$ cat src/rtl/tx7_pkg.sv
package tx7_pkg;

  // Forwarded clock level for a given slot: high for the first hi_slots slots.
  function automatic logic fwd_level(input int unsigned slot, input int unsigned hi_slots);
    return (slot < hi_slots);
  endfunction

  // Next slot index with wrap after the last slot.
  function automatic int unsigned next_slot(input int unsigned slot, input int unsigned last);
    return (slot >= last) ? 0 : slot + 1;
  endfunction

endpackage

$ cat src/rtl/tx7_phase.sv
module tx7_phase #(
  parameter int unsigned LANE_W = 7,
  parameter int unsigned PW     = 3
) (
  input  logic          clk,
  input  logic          shdn_n,
  output logic          run,
  output logic [PW-1:0] phase,
  output logic          frame_end
);
  import tx7_pkg::*;

  localparam int unsigned LAST = LANE_W - 1;

  logic          run_q;
  logic [PW-1:0] phase_q;

  assign run       = run_q;
  assign phase     = phase_q;
  assign frame_end = run_q && (phase_q == PW'(LAST));

  always_ff @(posedge clk or negedge shdn_n) begin
    if (!shdn_n) begin
      run_q   <= 1'b0;
      phase_q <= '0;
    end else begin
      run_q <= 1'b1;
      if (run_q) phase_q <= PW'(next_slot(32'(phase_q), LAST));
    end
  end

endmodule

$ cat src/rtl/tx7_capture.sv
module tx7_capture #(
  parameter int unsigned WORD_W = 21
) (
  input  logic              clk,
  input  logic              shdn_n,
  input  logic              take,
  input  logic [WORD_W-1:0] din,
  output logic [WORD_W-1:0] word
);
  always_ff @(posedge clk or negedge shdn_n) begin
    if (!shdn_n)   word <= '0;
    else if (take) word <= din;
  end
endmodule

$ cat src/rtl/tx7_lane.sv
module tx7_lane #(
  parameter int unsigned LANE_W = 7
) (
  input  logic              clk,
  input  logic              shdn_n,
  input  logic              load,
  input  logic [LANE_W-1:0] par,
  output logic              ser
);
  logic [LANE_W-1:0] sh_q;

  assign ser = sh_q[0];

  always_ff @(posedge clk or negedge shdn_n) begin
    if (!shdn_n)   sh_q <= '0;
    else if (load) sh_q <= par;
    else           sh_q <= {1'b0, sh_q[LANE_W-1:1]};
  end
endmodule

$ cat src/rtl/tx7_serializer.sv
module tx7_serializer #(
  parameter int unsigned LANE_W    = 7,
  parameter int unsigned LANES     = 3,
  parameter int unsigned FCLK_HIGH = 4
) (
  input  logic                    clk,
  input  logic                    shdn_n,
  input  logic [LANES*LANE_W-1:0] din,
  output logic [LANES-1:0]        ser_o,
  output logic                    fclk_o,
  output logic                    oe_o
);
  import tx7_pkg::*;

  localparam int unsigned WORD_W = LANES * LANE_W;
  localparam int unsigned PW     = (LANE_W > 1) ? $clog2(LANE_W) : 1;

  logic              run;
  logic [PW-1:0]     phase;
  logic              frame_end;
  logic [WORD_W-1:0] held_word;
  logic [LANES-1:0]  lane_raw;

  tx7_phase #(.LANE_W(LANE_W), .PW(PW)) u_phase (
    .clk(clk), .shdn_n(shdn_n), .run(run), .phase(phase), .frame_end(frame_end)
  );

  tx7_capture #(.WORD_W(WORD_W)) u_cap (
    .clk(clk), .shdn_n(shdn_n), .take(frame_end), .din(din), .word(held_word)
  );

  for (genvar l = 0; l < LANES; l++) begin : g_lane
    tx7_lane #(.LANE_W(LANE_W)) u_lane (
      .clk(clk), .shdn_n(shdn_n), .load(frame_end),
      .par(held_word[l*LANE_W +: LANE_W]), .ser(lane_raw[l])
    );
  end

  assign ser_o  = (shdn_n && run) ? lane_raw : '0;
  assign fclk_o = shdn_n && run && fwd_level(32'(phase), FCLK_HIGH);
  assign oe_o   = shdn_n && run;

endmodule

$ cat config.mk
export PLATFORM = sky130hd
export DESIGN_NAME = tx7_serializer
export DESIGN_NICKNAME = d
export VERILOG_FILES = /design/src/rtl/tx7_pkg.sv /design/src/rtl/tx7_phase.sv /design/src/rtl/tx7_capture.sv /design/src/rtl/tx7_lane.sv /design/src/rtl/tx7_serializer.sv
export SDC_FILE = /design/constraint.sdc
export NUM_CORES = 1
export LEC_CHECK = 0
export ABC_CLOCK_PERIOD_IN_PS = 1410
export BUFFER_PORTS_ARGS = -buffer_cell sky130_fd_sc_hd__buf_2
export CORE_UTILIZATION = 38
export CTS_CLUSTER_DIAMETER = 30
export DETAILED_ROUTE_END_ITERATION = 10
export GPL_ROUTABILITY_DRIVEN = 0
export GPL_TIMING_DRIVEN = 1
export HOLD_SLACK_MARGIN = 0.15
export PLACE_DENSITY = 0.62
export SETUP_SLACK_MARGIN = 0.15
export SYNTH_ARGS = -nofsm -noshare
export SYNTH_HDL_FRONTEND = slang
export SYNTH_SLANG_ARGS = --single-unit
$ cat constraint.sdc
create_clock -name clk -period 1.41 [get_ports clk]
set_input_delay 0.282 -clock clk [delete_from_list [all_inputs] [get_ports clk]]
set_output_delay 0.282 -clock clk [all_outputs]
set_load 0.02 [all_outputs]
==> metrics.cfg <==
[hold_path]
hp-class=primary input to flip-flop

[timing]
finalCritPeriodShare_pct=104.0
worst_slack_ns=-0.05658
hold_slack_ns=0.2183
timing.fmax_mhz=681.9
period_needed_ns=1.467
drv_slew=0
setup_viol=8
finClkSkew_ns=0.004445
rsz0062_at_grt=yes
final_hold_viol_count=0

[status]
violations=design-rule violations, negative setup slack
status=finished, violations left

[route]
ant_nets=0
first_pass_iters=7
drcViolationCount=6
drt-initial-drc-count=12
vias=1016
wl_mm=3.023
viasPerCell=4.792
post_drt_wl_per_cell_um=14.26

[pwr]
p_sw_share_pct=25.06
power_density_nw_per_um2=1617
leakagePower_nw=1.233
p_clk_share_pct=21.1
ir_drop_uv=950.6
p_sw_mw=0.9482
p_seq_share_pct=53.7
pwr-share-comb_pct=25.3
intPower_mw=2.835

[place]
io_buffers=27
placed_area_um2=1998
dp_cells=193
dp_hpwl_mm=1.847

[global_routing]
grtUsageMet1_pct=16.19
grt-busiest-layer=met2
grt_start_max_net_pins=27
grt_pass1_vias=1068
use_met2_pct=23.41
antenna_found_initial=0
use_met3_pct=4.274
grt_pass1_wl_mm=5.085
grt.total_usage_pct=13.38
globalRoute.totalOverflow=0

[cts]
cts_buffers=5
path_clk_slew_ns=0.08
insertion_delay_ns=0.29
htree_levels=2
numClockSinks=46
tritoncts=done
cts-root-buf=clkbuf_8
clockBufferDepth=2

[logic_synthesis]
synth_area_per_cell_um2=15.66
synth_top_area_cell=dfrtp_1
synthesis.area_um2=1785
synth_ff_type=dfrtp_1
synth_area_leaders=dfrtp_1 (64%), mux2_2 (23%), mux2_1 (1.9%)
synth_commonest_cells=dfrtp_1 (46), mux2_2 (36), inv_1 (4)
seq_area_frac_synth_pct=64.47
synth_warnings=0
synth_edf_count=0
yosysMostFrequentCell=dfrtp_1
ys_ff_latch=46
syn_nets=138
syn_inst=114
yosysUniqueCellTypes=19
async_flop_share_pct=100.0
yosysTopAreaCellShare_pct=64.47

[final_layout]
layout-area-overhead-vs-synth_pct=31.04
diodes=0
final_nets=183
design_area_um2=2340
drive_above_1_share_pct=56.88
final_cells=212

[worst_setup_path]
crit_required_ns=1.13
crit_type=flip-flop to primary output
critPathCaptureType=primary output
r2r_setup_slack_ns=-0.01
arrival_ns=1.18
crit_fanout=4
startpoint_type=flip-flop

[floorplan]
ios=28
rows=24
core_area_um2=4444
dieWidth_um=70.55
fp.dieH_um=70.55
dieArea_um2=4977
start_util_pct=40.17

[run]
maxCapViolCount=0

-- critical path: stages (launching register included) --
cell and delay [ns]:
dfrtp_2 0.44, and2_4 0.15, and2b_2 0.19, buf_6 0.12
-- per-layer routing --
layer / routed length, um / vias to the layer above
li1: - / 477
met1: 1304 / 518
met2: 1605 / 21
met3: 114 / 0
met4: 0 / 0
met5: 0 / -
-- cell type report --
cell class / instances / area, um^2
multi-input combinational: 59 / 619.3
sequential: 46 / 1152
timing repair buffer: 43 / 396.6
inverter: 4 / 15.01
fill: 388 / 2105
clock buffer: 7 / 86.33
tap: 52 / 65.06
clock inverter: 1 / 5.005
-- power groups by stage --
stage,combinational (mW),clock [mW],sequential [mW]
floorplan,0.596,0,1.97
global placement,0.696,0,2.01
detailed placement,0.745,0,2.05
CTS,0.892,0.833,2.02
global route,1.04,0.875,2.09
finish,0.956,0.797,2.03
-- stage by stage --
stage | utilization (%) | power [mW] | setup WS, ns | TNS [ns]
6_report | 52.65 | 3.783 | -0.05658 | -0.1912
5_1_grt | 52.65 | 4.008 | -0.1006 | -1.587
4_1_cts | 51.27 | 3.747 | -0.06140 | -0.1795
3_3_place_gp | 44.96 | 2.708 | 0.1653 | 0
2_1_floorplan | - | 2.563 | 0.1840 | 0
3_5_place_dp | 44.96 | 2.795 | 0.1040 | 0
-- what timing repair did --
| item | 4_1_cts | 5_1_grt |
|---|---|---|
| pin swaps | 0 | 0 |
| endpoints found under the setup margin | 44 | 44 |
| buffers inserted | 5 | 0 |
| gates cloned | 3 | 1 |
| endpoints found under the hold margin | 20 | 0 |
| hold buffers | 2 | 0 |
| resized for setup | 17 | 10 |
-- registers in the layout, summed over array words and instances (netlist names) --
name and cells:
g_lane.u_lane.sh_q 21, u_cap.word 21, u_phase.phase 3, u_phase.run 1
-- worst paths after layout --
| kind | from | to | cells after the start |
|---|---|---|---|
| min reg2reg | g_lane[0].u_lane.sh_q[3]$_DFF_PN0_ | g_lane[0].u_lane.sh_q[2]$_DFF_PN0_ | 1 |
| max | u_phase.run$_DFF_PN0_ | fclk_o | 3 |
| min | din[8] | u_cap.word[8]$_DFFE_PN0P_ | 2 |
| max reg2reg | u_phase.run$_DFF_PN0_ | u_cap.word[17]$_DFFE_PN0P_ | 5 |
| max in group asynchronous | shdn_n | u_cap.word[18]$_DFFE_PN0P_ | 3 |
| min in group asynchronous | shdn_n | u_phase.run$_DFF_PN0_ | 2 |
-- cell usage in the layout (no fill, tap or decap), types with 2 or more instances in the layout --
master and instances:
and3_1 3, clkbuf_8 6, nor2_1 3, buf_6 7
mux2_4 10, buf_2 24, dlygate4sd3_1 2, o21ai_0 2
buf_16 3, buf_4 4, inv_1 4, mux2_2 29
buf_12 2, nand2b_1 2, dfrtp_1 45
-- cell families (layout without fill, tap and decap cells) --
family	count (synthesis)	in the layout	synth area share [%]
buffers and inverters	9	55	3.153
other	1	1	0.2100
muxes	39	39	24.60
adders and majority gates	1	1	0.7007
DFF	46	46	64.47
and+or+nand+nor	14	14	5.465
AOI/OAI and AO/OA	4	4	1.402
Power figures use the tool's default switching activity.
